===== src/rtl/iter_ctrl_pkg.sv =====
package iter_ctrl_pkg;

  typedef enum logic [1:0] {
    ST_IDLE = 2'd0,
    ST_RUN  = 2'd1,
    ST_WAIT = 2'd2,
    ST_DONE = 2'd3
  } iterState_t;

  typedef struct packed {
    logic clrAll;  // accept a new block
    logic clrAcc;  // open a pass
    logic step;    // close a pass
  } ctrlStrobe_t;

endpackage


===== src/rtl/iter_datapath.sv =====
module iter_datapath
  import iter_ctrl_pkg::*;
#(
  parameter int ITER_W = 4,
  parameter int LANES  = 2
) (
  input  logic              clk,
  input  logic              rstN,
  input  ctrlStrobe_t       strb,
  input  logic [ITER_W-1:0] maxIter,
  input  logic              chkValid,
  input  logic [LANES-1:0]  chkOk,
  output logic              passOk,
  output logic              lastIter,
  output logic [ITER_W-1:0] iterCount,
  output logic              success,
  output logic [ITER_W-1:0] effMax
);

  localparam logic [ITER_W-1:0] ONE = ITER_W'(1);

  logic             accOk;
  logic [LANES-1:0] laneAnd;
  logic             beatOk;

  // lane-by-lane AND chain over the flags of one beat
  genvar g;
  generate
    for (g = 0; g < LANES; g++) begin : g_lane
      if (g == 0) begin : g_first
        assign laneAnd[g] = chkOk[g];
      end else begin : g_rest
        assign laneAnd[g] = laneAnd[g-1] & chkOk[g];
      end
    end
  endgenerate

  assign beatOk   = chkValid ? laneAnd[LANES-1] : 1'b1;
  assign passOk   = accOk & beatOk;
  assign lastIter = ({1'b0, iterCount} + {1'b0, ONE}) >= {1'b0, effMax};

  always_ff @(posedge clk) begin
    if (!rstN) begin
      accOk <= 1'b1;
    end else if (strb.clrAcc) begin
      accOk <= 1'b1;
    end else if (chkValid) begin
      accOk <= accOk & laneAnd[LANES-1];
    end
  end

  always_ff @(posedge clk) begin
    if (!rstN) begin
      iterCount <= '0;
      success   <= 1'b0;
      effMax    <= ONE;
    end else if (strb.clrAll) begin
      iterCount <= '0;
      success   <= 1'b0;
      effMax    <= (maxIter == '0) ? ONE : maxIter;
    end else if (strb.step) begin
      iterCount <= iterCount + ONE;
      success   <= passOk;
    end
  end

  a_r7_limit_nonzero: assert property (@(posedge clk) disable iff (!rstN)
    effMax != '0);
  a_r8_count_holds: assert property (@(posedge clk) disable iff (!rstN)
    !(strb.clrAll || strb.step) |=> $stable(iterCount) && $stable(success));
  a_r6_count_bounded: assert property (@(posedge clk) disable iff (!rstN)
    iterCount <= effMax);

endmodule


===== src/rtl/iter_control.sv =====
module iter_control
  import iter_ctrl_pkg::*;
(
  input  logic        clk,
  input  logic        rstN,
  input  logic        startReq,
  input  logic        passDone,
  input  logic        passOk,
  input  logic        lastIter,
  output ctrlStrobe_t strb,
  output logic        iterGo,
  output logic        busy,
  output logic        done
);

  iterState_t state, nextState;

  always_comb begin
    nextState = state;
    unique case (state)
      ST_IDLE: if (startReq) nextState = ST_RUN;
      ST_RUN:  nextState = ST_WAIT;
      ST_WAIT: if (passDone) nextState = (passOk || lastIter) ? ST_DONE : ST_RUN;
      ST_DONE: nextState = ST_IDLE;
      default: nextState = ST_IDLE;
    endcase
  end

  always_ff @(posedge clk) begin
    if (!rstN) state <= ST_IDLE;
    else       state <= nextState;
  end

  always_comb begin
    strb.clrAll = (state == ST_IDLE) && startReq;
    strb.clrAcc = (state == ST_RUN);
    strb.step   = (state == ST_WAIT) && passDone;
  end

  assign iterGo = (state == ST_RUN);
  assign busy   = (state != ST_IDLE);
  assign done   = (state == ST_DONE);

  a_r9_done_pulse: assert property (@(posedge clk) disable iff (!rstN)
    done |=> !done && !busy);
  a_r2_go_pulse: assert property (@(posedge clk) disable iff (!rstN)
    iterGo |=> !iterGo);
  a_r4_stop_on_ok: assert property (@(posedge clk) disable iff (!rstN)
    (state == ST_WAIT && passDone && passOk) |=> done && !iterGo);
  a_r10_busy_start_ignored: assert property (@(posedge clk) disable iff (!rstN)
    (busy && !done && startReq) |=> busy);
  a_r11_idle_quiet: assert property (@(posedge clk) disable iff (!rstN)
    (!busy && !startReq) |=> !busy && !done);

endmodule


===== src/rtl/decode_iter_ctrl.sv =====
module decode_iter_ctrl
  import iter_ctrl_pkg::*;
#(
  parameter int ITER_W = 4,
  parameter int LANES  = 2
) (
  input  logic              clk,
  input  logic              rstN,
  input  logic              startReq,
  input  logic [ITER_W-1:0] maxIter,
  input  logic              chkValid,
  input  logic [LANES-1:0]  chkOk,
  input  logic              passDone,
  output logic              iterGo,
  output logic              busy,
  output logic              done,
  output logic              success,
  output logic [ITER_W-1:0] iterCount
);

  ctrlStrobe_t       strb;
  logic              passOk;
  logic              lastIter;
  logic [ITER_W-1:0] effMax;

  iter_control u_ctrl (
    .clk      (clk),
    .rstN     (rstN),
    .startReq (startReq),
    .passDone (passDone),
    .passOk   (passOk),
    .lastIter (lastIter),
    .strb     (strb),
    .iterGo   (iterGo),
    .busy     (busy),
    .done     (done)
  );

  iter_datapath #(.ITER_W(ITER_W), .LANES(LANES)) u_dp (
    .clk       (clk),
    .rstN      (rstN),
    .strb      (strb),
    .maxIter   (maxIter),
    .chkValid  (chkValid),
    .chkOk     (chkOk),
    .passOk    (passOk),
    .lastIter  (lastIter),
    .iterCount (iterCount),
    .success   (success),
    .effMax    (effMax)
  );

  a_r6_fail_at_limit: assert property (@(posedge clk) disable iff (!rstN)
    (done && !success) |-> iterCount == effMax);

endmodule


===== config.mk =====
export PLATFORM = sky130hd
export DESIGN_NAME = decode_iter_ctrl
export DESIGN_NICKNAME = d
export VERILOG_FILES = /design/src/rtl/iter_ctrl_pkg.sv /design/src/rtl/iter_datapath.sv /design/src/rtl/iter_control.sv /design/src/rtl/decode_iter_ctrl.sv
export SDC_FILE = /design/constraint.sdc
export NUM_CORES = 1
export LEC_CHECK = 0
export ABC_CLOCK_PERIOD_IN_PS = 1670
export BUFFER_PORTS_ARGS = -buffer_cell sky130_fd_sc_hd__buf_2
export CAP_MARGIN = 20
export CORE_UTILIZATION = 40
export DETAILED_ROUTE_END_ITERATION = 10
export PLACE_DENSITY = 0.67
export SETUP_SLACK_MARGIN = 0.1
export SYNTH_ARGS = -nofsm -noshare
export SYNTH_HDL_FRONTEND = slang
export SYNTH_SLANG_ARGS = --single-unit

===== constraint.sdc =====
create_clock -name clk -period 1.67 [get_ports clk]
set_clock_uncertainty 0.05 [all_clocks]
set_input_delay 0.334 -clock clk [delete_from_list [all_inputs] [get_ports clk]]
set_output_delay 0.334 -clock clk [all_outputs]
set_load 0.02 [all_outputs]

After elaboration in Yosys (flattened, before gate mapping)
Cells that the tools add are included.
- bits of input ports: 11
- word-level logic and storage cells: 32
- bits in registers: 12
- output and inout bits: 8
- bitwise gates (word level): 4
- equal/unequal tests: 5
- add/subtract/negate cells: 2
- mux-type cells: 6
- reductions and logical operators: 9
- $lt $le $gt $ge: 1
- operators by type and width (cell ; count):
    2-bit one-hot mux with 4 select lines ; 1
    2-bit two-way mux ; 3
    4-bit by 1-bit adder with 5-bit output, second input constant ; 1
    5-bit by 4-bit greater-or-equal comparator with 1-bit output ; 1
    4-bit by 1-bit adder with 4-bit output, second input constant ; 1
    2-bit == test, second input constant ; 2
    4-bit zero test ; 1
    4-bit two-way mux ; 1
    2-bit != test, second input constant ; 2
    2-bit OR reduction ; 2
    1-bit AND ; 3
    2-bit by 1-bit == test with 1-bit output, second input constant ; 1
    1-bit logical AND ; 2
    2-bit zero test ; 1
    2-bit AND reduction ; 1
    2-bit nonzero test ; 1
    1-bit logical OR ; 1
    1-bit two-way mux ; 1
    1-bit inverter ; 1

Logic depth before layout (Yosys ltp)
- depth in word-level cells: 7
- gate-level depth with buffers: 7
- gate-level depth less buffers: 7

Cells and area by module
A second synthesis with hierarchy kept.
- cell total of the unflattened synthesis: 71
- area, all modules: 654.4 um^2
- by module, submodules not included (module ; seq. area each (um^2) ; area an instance (um^2) ; instances ; cells an instance):
    iter_datapath ; 200.2 ; 523.0 ; 1 ; 56
    iter_control ; 40.0 ; 131.4 ; 1 ; 15

Worst setup path before layout
Ideal clock, no wire load.
- path kind: register to register
- from: register u_dp.iterCount[0]
- to: register u_ctrl.state[1]
- data required time: 1.499 ns
- path slack: -0.123 ns
- cell stages (with the launch flop): 8
- clock period less this slack: 1.793 ns
- arrival time: 1.622 ns
- path buffers: 0
- setup time: 0.121 ns
- cells stage by stage: dfxtp_1 -> ha_1 -> xor2_1 -> ha_1 -> a21oi_1 -> o21ai_0 -> a211oi_1 -> o21ai_0
- word-level cells in the longest chain between the ends: 6
- RTL lines (element ; RTL line ; source):
    from (decl) ; iter_datapath.sv:15 ; output logic [ITER_W-1:0] iterCount,
    from (signal assigned) ; iter_datapath.sv:62 ; iterCount <= iterCount + ONE;
    4-bit by 1-bit adder with 5-bit output ; iter_datapath.sv:40 ; assign lastIter = ({1'b0, iterCount} + {1'b0, ONE}) >= {1'b0, effMax};
    5-bit by 4-bit greater-or-equal comparator with 1-bit output ; iter_datapath.sv:40 ;
    1-bit logical OR ; iter_control.sv:23 ; ST_WAIT: if (passDone) nextState = (passOk || lastIter) ? ST_DONE : ST_RUN;
    2-bit two-way mux (2 in a row) ; iter_control.sv:23 ;
    2-bit one-hot mux with 4 select lines ; iter_control.sv:20 ; unique case (state)
    to (signal assigned) ; iter_control.sv:31 ; else state <= nextState;
    to (decl) ; iter_control.sv:16 ; iterState_t state, nextState;
No other way between the ends. The select of a mux whose other input is x is not followed.
A chain may end at the register's enable or synchronous reset.

Worst setup path in the final report
- from: register u_dp.iterCount[1]
- to: register u_ctrl.state[1]
Same word-level chain as after synthesis.

==> summary.md <==
| Metric | Value |
|---|---|
| Via count | `541` |
| Fillers | `134` |
| Largest net degree at the start of global routing | `10` |
| Arr. time, crit path | `1730 ps` |
| CTS Hold Bufs | `0` |
| Type of the worst setup path | `register to register` |
| Clk root buf | `clkbuf_4` |
| FF-to-FF Start | `u_dp.iterCount[1]` |
| Syn avg cell area | `approximately 8.7 um^2` |
| Placed Instances | `approximately 100` |
| Die width | `around 41 um` |
| Die height | `41.3 um` |
| Final worst-path cycle share | `96.4%` |
| Crit Path Max Fanout | `3` |
| Number of detailed-route iterations in the first pass | `4` |
| Avg Vias per Cell | `4.92` |
| Nets | `112` |
| WL/cell | `10.9 um` |
| Remaining Overflow, GRT | `0` |
| Clock transition at the registers of the reported paths | `about 80 ps` |
| Non-filler cells in the finished layout | `110` |
| Req. time, crit path | `1790 ps` |
| Top-area cell type share of the netlist area | `between 30% and 40%` |
| Clock tree buffer depth | `2` |
| Post-Syn Area | `around 620 um^2` |
| Hold_sp | `rstN` |
| ANT nets after route | `0` |
| Post-route minimum period | `1610 ps` |
| I/O Pins | `19` |
| CTS Buf Count | `3` |
| Max Cap Violations | `0` |
| Pleak | `0.372 nW` |
| Synth area leader | `dfxtp_1` |
| Cells after Synth | `71` |
| Final hold violations | `0` |
| N_diodes | `0` |
| Hold Crit Class | `input port to register` |
| PwrDens | `between 700 and 800 mW/mm^2` |
| Vias in the first global route | `452` |
| Yosys warning total | `0` |
| Hold depth | `2` |
| PortBufs | `18` |
| Synth area leaders | `dfxtp_1 (39%), ha_1 (10%), nand2_1 (5.5%)` |
| Peak VDD IR | `0.550 mV` |
| Clock Sink Count | `12` |
| FP Rows | `13` |
| Sequential cell area | `roughly 250 um^2` |
| Crit path launch | `u_dp.iterCount[1]` |
| Core area | `0.00137 mm^2` |
| Fmax | `0.621 GHz` |
| Total GRT Usage | `17.5%` |
| Post-Syn Nets | `just under 90` |
| First-pass GRT wire length | `approximately 1800 um` |
| Slew HR | `74.4%` |
| Unique masters post-synth | `22` |
| #FFs+latches synth | `12` |
| Setup violators final | `0` |
| Worst reg2reg path depth | `7` |
| P&R area growth vs syn | `30.6%` |
| Initial DRC Count | `2` |
| Die area | `around 0.0017 mm^2` |
| DRC | `0` |
| Register area share after synthesis | `38.9%` |
| Worst reg2reg path endpoint | `u_ctrl.state[1]` |
| Multi-input gate area | `390 um^2` |
| Slew Viols, Final | `0` |
| Final WL | `between 1000 and 1500 um` |
| Initial antenna violation count | `0` |
| Initial Util | `45.2%` |
| Clock latency on the worst-skew pair | `~280 ps` |
| GP Congestion | `0.651` |
| Worst Setup Start Kind | `register` |
| Status | `completed` |
| Worst-Margin Slew | `381 ps` |
| Worst setup EP type | `register` |
| CTS tree | `done` |
| Tot Pwr | `0.000602 W` |
| CTS H-tree depth | `1` |
| Layout cells sized above 1 | `34.7%` |
| Reg-to-reg slack, setup | `60 ps` |
| Hold worst-path end | `u_dp.effMax[0]` |
| RSZ-0062 raised after global routing | `true` |
repair_timing:
item                       CTS  global route
setup endpoints to repair    1             2
gates resized for setup      0             4
setup buffers                2             0
pin swaps                    3             1
registers in the layout, indices dropped and copies added, names as in the netlist:
name and flops:
u_dp.iterCount 4, u_dp.accOk 1, u_dp.effMax 4, u_ctrl.state 2, u_dp.success 1
routing by layer:
layer | wire length (um) | up-vias | global-route usage [%]
li1 | - | 288 | -
met1 | 571 | 234 | 21.8
met2 | 541 | 14 | 25.8
met3 | 38 | 5 | 3.19
met4 | 44 | 0 | 14.5
met5 | 0 | - | 0
cells in the final DEF, fill, tap and decap left out, types with 2 or more instances in the layout:
cell,instances
buf_4,2
dfxtp_1,10
nand3_1,5
nor2_1,8
xnor2_1,3
dfxtp_4,2
nand3b_1,2
nand2_1,9
ha_1,4
clkbuf_4,3
inv_1,5
o21ai_1,2
mux2i_1,3
a21boi_0,4
buf_2,18
logic make-up after synthesis:
kind of cell / count (synthesis) / synth area share, %
AND/OR/NAND/NOR: 32 / 26.3
AO/OA/AOI/OAI: 9 / 9.72
XOR/XNOR: 5 / 7.09
multiplexers: 3 / 4.86
adder cells (fa/ha/maj): 5 / 10.1
flip-flops: 12 / 38.9
buffers and inverters: 5 / 3.04
power by group:
group          internal, W  switching [W]
clock network    0.0000867       0.000101
logic            0.0000462      0.0000558
registers         0.000299      0.0000138
how the worst max path moves through the flow:
stage | end | slack, ps | cells past startpoint
after global placement | u_ctrl.state[1] | 80 | 7
after detailed placement | u_ctrl.state[1] | 20 | 7
after floorplan | u_ctrl.state[1] | 80 | 7
after CTS | u_ctrl.state[1] | 40 | 7
after global routing | u_ctrl.state[1] | -30 | 7
final | u_ctrl.state[1] | 60 | 7
worst max-delay path, cell delays in order, from the launching register on:
cell and delay, ps:
dfxtp_4 360, ha_4 170, xor2_2 140, ha_1 300, a21oi_2 120, o21ai_1 70, a211oi_1 210, o21ai_1 80
synth_stat cells:
| library cell | count |
|---|---|
| a21oi_1 | 1 |
| nor2_1 | 9 |
| nor2b_2 | 1 |
| mux2i_1 | 3 |
| dfxtp_1 | 12 |
| a21boi_0 | 4 |
| nor2b_1 | 1 |
| a211oi_1 | 1 |
| nand2_1 | 9 |
| inv_1 | 5 |
| nor3b_1 | 1 |
| and2_2 | 1 |
| o211ai_1 | 1 |
| nand3b_1 | 2 |
| nand3_1 | 5 |
| xor2_1 | 2 |
| ha_1 | 5 |
| o21ai_0 | 2 |
| or3b_2 | 1 |
| nor3_1 | 1 |
| xnor2_1 | 3 |
| nand3b_2 | 1 |
stage by stage:
stage	worst slack, ps	utilization (%)	hold WS (ps)	instance area, um^2	TNS [ps]
after global placement	83.0	54.7	405	747	0
final	60.6	59.1	272	807	0
after CTS	40.6	57.7	267	788	0
after floorplan	78.6	-	373	638	0
after detailed placement	24.1	54.7	407	747	0
after global routing	-29.8	59.1	290	807	-29.8
area by class of cell:
cell class,instances,share of cell area [%]
clock buffers,3,2.79
flip-flops and latches,12,30.7
repair buffers,20,13.0
clock inverters,1,0.465
well taps,15,2.33
multi-input cells,54,48.4
inverters,5,2.33
No activity file was read; power rests on OpenSTA's default activity.
